==> src/rtl/hyb_pkg.sv <==
package hyb_pkg;
   typedef enum logic [1:0] {
      CY_NONE = 2'd0,
      CY_UP   = 2'd1,
      CY_DOWN = 2'd2,
      CY_BAD  = 2'd3
   } carry_e;

   function automatic carry_e decode_flags(input logic hi, input logic lo);
      case ({hi, lo})
         2'b10:   return CY_UP;
         2'b01:   return CY_DOWN;
         2'b11:   return CY_BAD;
         default: return CY_NONE;
      endcase
   endfunction
endpackage

==> src/rtl/hyb_sat_add.sv <==
module hyb_sat_add #(
   parameter int W        = 8,
   parameter bit SATURATE = 1'b1
) (
   input  logic signed [W-1:0] a,
   input  logic signed [W-1:0] b,
   output logic signed [W-1:0] y,
   output logic                ovf
);
   localparam logic signed [W-1:0] MAXV = {1'b0, {(W-1){1'b1}}};
   localparam logic signed [W-1:0] MINV = {1'b1, {(W-1){1'b0}}};

   logic signed [W:0] wide;

   assign wide = {a[W-1], a} + {b[W-1], b};
   assign ovf  = wide[W] ^ wide[W-1];

   generate
      if (SATURATE) begin : g_sat
         assign y = ovf ? (wide[W] ? MINV : MAXV) : wide[W-1:0];
      end else begin : g_wrap
         assign y = wide[W-1:0];
      end
   endgenerate
endmodule

==> src/rtl/hyb_integrand_reg.sv <==
module hyb_integrand_reg #(
   parameter int IW       = 5,
   parameter bit SATURATE = 1'b1
) (
   input  logic          clk,
   input  logic          rst_n,
   input  logic          in_reset,
   input  logic          init_load,
   input  logic [IW:0]   ic_val,
   input  logic          inc_pulse,
   input  logic          inc_sign,
   input  logic          step_en,
   output logic [IW:0]   val,
   output logic          ovf_evt
);
   localparam int W = IW + 1;

   logic          pend;
   logic          pend_neg;
   logic          do_step;
   logic [W-1:0]  step_b;
   logic [W-1:0]  sum;
   logic          add_ovf;

   assign do_step = step_en & pend;
   assign step_b  = pend_neg ? {W{1'b1}} : {{(W-1){1'b0}}, 1'b1};
   assign ovf_evt = do_step & add_ovf;

   hyb_sat_add #(.W(W), .SATURATE(SATURATE)) u_add (
      .a   (val),
      .b   (step_b),
      .y   (sum),
      .ovf (add_ovf)
   );

   always_ff @(posedge clk or negedge rst_n) begin
      if (!rst_n) begin
         val      <= '0;
         pend     <= 1'b0;
         pend_neg <= 1'b0;
      end else if (in_reset) begin
         val      <= init_load ? ic_val : '0;
         pend     <= 1'b0;
         pend_neg <= 1'b0;
      end else begin
         if (do_step) val <= sum;
         if (inc_pulse) begin
            pend     <= 1'b1;
            pend_neg <= inc_sign;
         end else if (do_step) begin
            pend     <= 1'b0;
         end
      end
   end
endmodule

==> src/rtl/hyb_remainder_reg.sv <==
module hyb_remainder_reg
   import hyb_pkg::*;
#(
   parameter int IW       = 5,
   parameter int RW       = 7,
   parameter bit SATURATE = 1'b1
) (
   input  logic          clk,
   input  logic          rst_n,
   input  logic          in_reset,
   input  logic          init_load,
   input  logic [RW:0]   ic_val,
   input  logic          acc_en,
   input  logic [IW:0]   integrand,
   input  carry_e        carry,
   output logic [RW:0]   val,
   output logic          ovf_evt
);
   localparam int            W        = RW + 1;
   localparam int            UNIT_EXP = IW + 1;
   localparam logic [W-1:0]  UNIT     = {{(W-1){1'b0}}, 1'b1} << UNIT_EXP;
   localparam logic [W-1:0]  NEG_UNIT = ~UNIT + {{(W-1){1'b0}}, 1'b1};

   logic [W-1:0] operand;
   logic         upd;
   logic [W-1:0] sum;
   logic         add_ovf;

   always_comb begin
      operand = '0;
      upd     = 1'b0;
      if (carry == CY_UP) begin
         operand = NEG_UNIT;
         upd     = 1'b1;
      end else if (carry == CY_DOWN) begin
         operand = UNIT;
         upd     = 1'b1;
      end else if (acc_en) begin
         operand = {{(RW-IW){integrand[IW]}}, integrand};
         upd     = 1'b1;
      end
   end

   assign ovf_evt = upd & add_ovf;

   hyb_sat_add #(.W(W), .SATURATE(SATURATE)) u_add (
      .a   (val),
      .b   (operand),
      .y   (sum),
      .ovf (add_ovf)
   );

   always_ff @(posedge clk or negedge rst_n) begin
      if (!rst_n)        val <= '0;
      else if (in_reset) val <= init_load ? ic_val : '0;
      else if (upd)      val <= sum;
   end
endmodule

==> src/rtl/hyb_carry_unit.sv <==
module hyb_carry_unit
   import hyb_pkg::*;
(
   input  logic    clk,
   input  logic    rst_n,
   input  logic    in_reset,
   input  logic    fire,
   input  logic    cmp_hi,
   input  logic    cmp_lo,
   output carry_e  carry,
   output logic    out_pulse,
   output logic    out_sign,
   output logic    fault
);
   logic emit;

   assign carry = fire ? decode_flags(cmp_hi, cmp_lo) : CY_NONE;
   assign emit  = (carry == CY_UP) || (carry == CY_DOWN);

   always_ff @(posedge clk or negedge rst_n) begin
      if (!rst_n) begin
         out_pulse <= 1'b0;
         out_sign  <= 1'b0;
         fault     <= 1'b0;
      end else if (in_reset) begin
         out_pulse <= 1'b0;
         out_sign  <= 1'b0;
         fault     <= 1'b0;
      end else begin
         out_pulse <= emit;
         if (emit)            out_sign <= (carry == CY_DOWN);
         if (carry == CY_BAD) fault    <= 1'b1;
      end
   end
endmodule

==> src/rtl/hyb_int_digital.sv <==
module hyb_int_digital
   import hyb_pkg::*;
#(
   parameter int IW       = 5,
   parameter int RW       = 7,
   parameter bit SATURATE = 1'b1
) (
   input  logic          clk,
   input  logic          rst_n,
   input  logic          in_reset,
   input  logic          init_load,
   input  logic [IW:0]   ic_integrand,
   input  logic [RW:0]   ic_remainder,
   input  logic          in_hold,
   input  logic          stb_inc,
   input  logic          stb_acc,
   input  logic          stb_carry,
   input  logic          inc_pulse,
   input  logic          inc_sign,
   input  logic          cmp_hi,
   input  logic          cmp_lo,
   output logic [IW:0]   integrand,
   output logic [RW:0]   remainder,
   output logic          out_pulse,
   output logic          out_sign,
   output logic          fault,
   output logic          ovf
);
   generate
      if (IW < 1) begin : g_bad_iw
         $error("hyb_int_digital: IW must be at least 1");
      end
      if (RW < IW + 2) begin : g_bad_rw
         $error("hyb_int_digital: RW must be at least IW+2");
      end
   endgenerate

   logic   hold_ok;
   logic   int_ovf;
   logic   rem_ovf;
   carry_e carry;

   assign hold_ok = in_hold & ~in_reset;

   hyb_integrand_reg #(.IW(IW), .SATURATE(SATURATE)) u_int (
      .clk       (clk),
      .rst_n     (rst_n),
      .in_reset  (in_reset),
      .init_load (init_load),
      .ic_val    (ic_integrand),
      .inc_pulse (inc_pulse),
      .inc_sign  (inc_sign),
      .step_en   (hold_ok & stb_inc),
      .val       (integrand),
      .ovf_evt   (int_ovf)
   );

   hyb_carry_unit u_cy (
      .clk       (clk),
      .rst_n     (rst_n),
      .in_reset  (in_reset),
      .fire      (hold_ok & stb_carry),
      .cmp_hi    (cmp_hi),
      .cmp_lo    (cmp_lo),
      .carry     (carry),
      .out_pulse (out_pulse),
      .out_sign  (out_sign),
      .fault     (fault)
   );

   hyb_remainder_reg #(.IW(IW), .RW(RW), .SATURATE(SATURATE)) u_rem (
      .clk       (clk),
      .rst_n     (rst_n),
      .in_reset  (in_reset),
      .init_load (init_load),
      .ic_val    (ic_remainder),
      .acc_en    (hold_ok & stb_acc),
      .integrand (integrand),
      .carry     (carry),
      .val       (remainder),
      .ovf_evt   (rem_ovf)
   );

   always_ff @(posedge clk or negedge rst_n) begin
      if (!rst_n)        ovf <= 1'b0;
      else if (in_reset) ovf <= 1'b0;
      else               ovf <= ovf | int_ovf | rem_ovf;
   end
endmodule

==> config.mk <==
export PLATFORM = sky130hd
export DESIGN_NAME = hyb_int_digital
export DESIGN_NICKNAME = d
export VERILOG_FILES = /design/src/rtl/hyb_pkg.sv /design/src/rtl/hyb_sat_add.sv /design/src/rtl/hyb_integrand_reg.sv /design/src/rtl/hyb_remainder_reg.sv /design/src/rtl/hyb_carry_unit.sv /design/src/rtl/hyb_int_digital.sv
export SDC_FILE = /design/constraint.sdc
export NUM_CORES = 1
export LEC_CHECK = 0
export BUFFER_PORTS_ARGS = -buffer_cell sky130_fd_sc_hd__buf_2
export CORE_UTILIZATION = 40
export CTS_CLUSTER_DIAMETER = 200
export DETAILED_ROUTE_END_ITERATION = 8
export PLACE_DENSITY_LB_ADDON = 0.08
export SYNTH_ARGS = -nofsm -noshare
export SYNTH_HDL_FRONTEND = slang
export SYNTH_SLANG_ARGS = --single-unit
==> constraint.sdc <==
create_clock -name clk -period 2.43 [get_ports clk]
set_input_delay 0 -clock clk [delete_from_list [all_inputs] [get_ports clk]]
set_output_delay 0 -clock clk [all_outputs]
set_load 0.05 [all_outputs]
# Word-level counts from Yosys, hierarchy flattened

Index checks and enable logic that the tools add are counted.

Register bits after elaboration: 20
Latch bits: 0
Memory bits (writable): 0
ROM bits: 0
Bits of input ports: 26
Output and inout bits: 18
Memories: 0

$add $sub $neg: 2
$mul: 0
Divide/modulo/power cells: 0
$lt $le $gt $ge: 0
Equality and inequality tests: 6
Shift-type cells: 0
Mux-type cells: 30
Bitwise logic cells: 12
Reduce and logical (&&, ||, !) cells: 7

Operators with widths:

| cell                                          | count |
|---|---|
| 2-to-1 mux 8 bit                              | 8 |
| 2-to-1 mux 6 bit                              | 6 |
| 2-to-1 mux 1 bit                              | 14 |
| nonzero test 2 bit                            | 5 |
| adder 8 x 8 -> 9 bit                          | 1 |
| == test 2 bit, second input constant          | 4 |
| adder 6 x 6 -> 7 bit                          | 1 |
| bitwise AND 1 bit                             | 7 |
| one-hot mux 2 bit (3 select lines)            | 1 |
| == test 2 x 1 -> 1 bit, second input constant | 2 |
| nonzero test 3 bit                            | 1 |
| 2-to-1 mux 2 bit                              | 1 |
| bitwise OR 1 bit                              | 2 |
| XOR 1 bit                                     | 2 |
| logical OR 1 bit                              | 1 |
| NOT 1 bit                                     | 1 |

# Longest topological paths before layout

Depth after elaboration: 12
Gate-level depth with buffers: 16
Depth with buffers taken out: 16

# By module

Synthesis repeated with hierarchy kept, for this count alone.

Cells, all modules: 213
Area total of the unflattened synthesis: 1983.2 µm²

Modules (own cells, without submodules):

| module                     | instances | cells an instance | area an instance (µm²) |
|---|---|---|---|
| hyb_remainder_reg          | 1         | 48                | 520.5 |
| hyb_integrand_reg          | 1         | 43                | 451.7 |
| hyb_sat_add at u_rem.u_add | 1         | 56                | 432.9 |
| hyb_sat_add at u_int.u_add | 1         | 46                | 377.9 |
| hyb_carry_unit             | 1         | 13                | 138.9 |
| hyb_int_digital            | 1         | 7                 | 61.3 |

# Least setup slack after synthesis

Ideal clock, no wire load.

Path kind: input-to-reg
Start: input port in_hold
End: register u_rem.val[6]
Setup time: 82 ps
Arrival time: 3123 ps
Slack: -774 ps
Cell stages on the path: 15
Cells stage by stage: nor2b_1 -> nand3_1 -> ha_1 -> nor2_1 -> and3_1 -> and2_1 -> ha_1 -> inv_1 -> fa_1 -> nand2b_1 -> a211oi_1 -> o22ai_1 -> and4_4 -> or4b_1 -> a31oi_1

Longest elaborated chain between the ends: 11
Elaborated cells on any way between the ends: 19
Classes of those cells: add/sub (1); eq/ne (2); mux (11); bitwise (4); reduce/logical (1)

Ends and longest elaborated chain:

| what                                          | line                                 | source |
|---|---|---|
| start: declaration                            | hyb_int_digital.sv:14                | `input logic in_hold,` |
| bitwise AND 1 bit *                           | hyb_int_digital.sv:43                | `assign hold_ok = in_hold & ~in_reset;` |
| bitwise AND 1 bit                             | hyb_int_digital.sv:62                | `.fire (hold_ok & stb_carry),` |
| 2-to-1 mux 2 bit                              | hyb_carry_unit.sv:17                 | `assign carry = fire ? decode_flags(cmp_hi, cmp_lo) : CY_NONE;` |
| == test 2 bit                                 | hyb_remainder_reg.sv:35              | `end else if (carry == CY_DOWN) begin` |
| 2-to-1 mux 8 bit                              | hyb_remainder_reg.sv:35              |  |
| 2-to-1 mux 8 bit                              | hyb_remainder_reg.sv:32              | `if (carry == CY_UP) begin` |
| adder 8 x 8 -> 9 bit                          | hyb_sat_add.sv:15                    | `assign wide = {a[W-1], a} + {b[W-1], b};` |
| 2-to-1 mux 8 bit or XOR 1 bit (tied branches) | hyb_sat_add.sv:20, hyb_sat_add.sv:16 |  |
| 2-to-1 mux 8 bit                              | hyb_sat_add.sv:20                    | `assign y = ovf ? (wide[W] ? MINV : MAXV) : wide[W-1:0];` |
| 2-to-1 mux 8 bit                              | hyb_remainder_reg.sv:56              | `else if (upd) val <= sum;` |
| 2-to-1 mux 8 bit                              | hyb_remainder_reg.sv:55              | `else if (in_reset) val <= init_load ? ic_val : '0;` |
| end signal: assignment                        | hyb_remainder_reg.sv:55              |  |
| end signal: assignment                        | hyb_remainder_reg.sv:56              |  |
| end: declaration                              | hyb_remainder_reg.sv:16              | `output logic [RW:0] val,` |

Mark *: on every way between the ends. The rest lies on a longest branch, timed or not. The select of a mux whose other input is x is not followed.
A chain may end at the register's enable or synchronous reset.

# Final worst setup path

Ends and elaborated chain as after synthesis.

==> impl_results.md <==
- Final setup violation count: 5
- Ys flop type: dfrtp_1
- Ranking of synthesized cells by area: dfrtp_1 (29%), ha_1 (12%), nand2_1 (5.0%)
- Final hold vios: 0
- FILL cells: 361
- GRT Residual Overflow: 0
- Setup Crit Path Kind: in -> reg
- CTS Sinks: 20
- CTS tree: done
- Number of global-route vias before repair: 1839
- Crit. End Element: flop
- RSZ-0062 raised after global routing: yes
- Distinct cells, synth: 46
- DR pass1 iterations: 5
- Worst setup SP type: input port
- Fin worst setup slack: -0.08783 ns
- Die area: around 4500 sq um
- Async SR Flop Fraction: 100.0%
- Syn-to-layout area delta: 52.59%
- Part of the power in registers: 27.8%
- RePlAce Congestion: between 0.8 and 0.9
- Top cell type's share of synthesized area: between 20% and 30%
- Crit path DAT: around 2.7 ns
- CTS buffer count: 3
- Io pins: 44
- VDD IR-drop max: roughly 0.00027 V
- R2r setup slk: roughly 0.070 ns
- Inserted Diodes: 0
- Int Pwr: a little under 0.9 mW
- Sw frac: 42.07%
- Latest clock arrival within the worst-skew pair: 0.27 ns
- Violated checks: setup timing
- CTS root buf: clkbuf_8
- Wire length per cell: ~15 um
- Post-synth top cells: nand2_1 (23), dfrtp_1 (20), nor2_1 (17)
- Core area: between 4000 and 5000 sq um
- Slew @ Worst Pin: between 0.5 and 0.6 ns
- Port bufs: 43
- Flops & latches, synth: 20
- Upper clock frequency limit: 397.2 MHz
- Detail Placement HPWL: between 3000 and 4000 um
- Worst setup path start: in_hold
- Starting density of the core: about 42%
- Worst-case clock buffer depth: 2
- Largest area contributor in the netlist: dfrtp_1
- Worst Hold Class: in -> reg
- Fin nets: between 300 and 400
- R2R depth: 8
- Post-route DRC: 0
- Pwr dens: 586.1 nW/um^2
- Fin crit share: 103.6%
- DRT Wirelength: ~5000 um
- Register area share after synthesis: between 20 and 30%
- Layout cell share with drive strength beyond 1: 40.00%
- DRT iter0 DRCs: 84
- Initial antenna violation count: 0
- Largest net degree at the start of global routing: 30
- Post-Syn Instances: between 200 and 250
- Synth Cell Area: between 1500 and 2000 sq um
- Static Leak: between 1 and 1.5 nW
- Die Ht: around 67 um
- Logic pwr share: between 50% and 60%
- NetSw: 0.6445 mW
- Final min period: about 2.5 ns
- Max FO, Critical Path: 5
- Detail Route Antenna Nets: 0
- Drt via density: 5.351
- Clock power frac: 17.6%
- Slew headroom: approximately 66%
- Worst reg2reg path startpoint: u_int.val[2]
- H-tree level count: 1
- DP Worst Slack: -0.5152 ns
- Syn_area_per_cell: 8.438 sq um
- Run status: finished with violations
- Number of slew-limit violations in the final report: 0
- Vias: about 1900
- Worst hold path depth: 3
- Syn. warnings: 0
- Gr usage total: around 25%
- DIE WIDTH: 67.44 um
- Site Rows: 23
- CTS clk-pin slew, worst paths: about 0.09 ns
- CP Data Required Time: between 2 and 3 ns
- Min-delay src: ic_remainder[1]
- Max Cap Viol: 0
- First-pass GRT wire length: between 8000 and 9000 um
- EDFF count, synth: 0
- Top-count cell post-synth: nand2_1
- Post-Route Skew: a little under 0.01 ns
- Final core utilization: approximately 64%
- Syn_nets: roughly 250
-- metrics by stage --
step | total power, mW | hold WS, ns | instance area [sq um] | TNS [ns] | cells
final | 1.532 | 0.01068 | 2614 | -0.1803 | 350
after floorplan | 0.9260 | -0.2956 | 1795 | -1.856 | 203
after CTS | 1.520 | 0.005056 | 2590 | -0.1491 | 348
after global routing | 1.634 | 0.02048 | 2614 | -1.764 | 350
after global placement | 1.199 | 0.002389 | 2327 | -3.192 | 327
after detailed placement | 1.204 | 0.007726 | 2327 | -3.439 | 327
-- logic make-up after synthesis --
logic type               share of synthesized area [%]
AO/OA/AOI/OAI                                    25.35
XOR/XNOR                                         3.068
adder cells (fa/ha/maj)                          14.02
buffers and inverters                            4.237
flip-flops                                       29.22
multiplexers                                     1.169
AND/OR/NAND/NOR                                  22.94
-- flip-flops by register name (all words and copies together), names as in the netlist --
register	count
u_cy.fault	1
u_rem.val	8
u_int.pend_neg	1
u_cy.out_sign	1
u_int.val	6
u_cy.out_pulse	1
u_int.pend	1
ovf	1
-- layout by cell type, fill, tap and decap left out, types with 2 or more instances in the layout --
cell type	n
buf_4	42
buf_2	41
nand2_1	23
dfrtp_1	19
nor2_1	16
dlygate4sd3_1	14
ha_1	13
inv_1	10
nor3_1	10
a31oi_1	8
nand3_1	7
a21oi_1	7
and2_1	5
a211o_1	4
xnor2_1	4
a222oi_1	4
o21ai_0	4
clkbuf_8	4
inv_2	3
o211ai_1	3
a211oi_2	3
ha_4	3
nand3_2	2
o21ai_2	2
nand2b_1	2
o21a_1	2
a21o_1	2
or2_2	2
mux2i_1	2
a221oi_1	2
o21ai_1	2
xor2_1	2
a221oi_2	2
buf_6	2
-- per-layer routing --
layer | wire length (um) | share of wire (%) | global-route usage (%) | vias to the layer above
met5 | 0 | 0 | 0 | -
met4 | 43 | 0.85 | 7.447 | 0
met3 | 118 | 2.3 | 3.041 | 4
met2 | 2557 | 50 | 44.50 | 29
met1 | 2362 | 46 | 31.68 | 888
li1 | - | - | - | 952
-- layout make-up --
cell class                      instances  area [sq um]  area share (%)
Clock buffer                            4         55.05           2.106
Inverter                               13         48.80           1.867
Multi-Input combinational cell        164          1262           48.30
Sequential cell                        20         501.7           19.20
Tap cell                               50         62.56           2.393
Timing Repair Buffer                   99         683.2           26.14
-- power by group through the flow --
stage	clock [mW]	sequential, mW	combinational [mW]
after floorplan	0	0.582	0.344
after global placement	0	0.430	0.769
after detailed placement	0	0.431	0.773
after CTS	0.277	0.425	0.818
after global routing	0.290	0.433	0.911
final	0.269	0.426	0.837
-- path summary, 6_finish.rpt --
check	to
worst min-delay path	u_rem.val[1]
max in group asynchronous	u_int.val[1]
worst max register to register	u_rem.val[6]
worst min register to register	u_cy.fault
min in group asynchronous	u_int.val[5]
worst max-delay path	u_rem.val[6]
-- critical path, stage by stage --
cell,delay [ns]
buf_6,0.09
nor2b_4,0.13
nand3_2,0.10
inv_2,0.06
ha_4,0.16
nor2_4,0.10
and3_4,0.20
and2_4,0.14
ha_4,0.12
inv_2,0.03
fa_2,0.35
nand2b_4,0.15
a211oi_2,0.19
o22ai_2,0.11
and4_4,0.16
or4b_1,0.46
a31oi_1,0.13
-- repair_timing --
| action | CTS | global route |
|---|---|---|
| pin swaps | 16 | 1 |
| hold buffers | 14 | 0 |
| resized for setup | 14 | 2 |
| setup buffers | 3 | 2 |
| gates cloned | 0 | 0 |
| hold endpoints to repair | 33 | 0 |
| endpoints found under the setup margin | 7 | 13 |
Note: power is estimated with default switching activity, not from simulation.
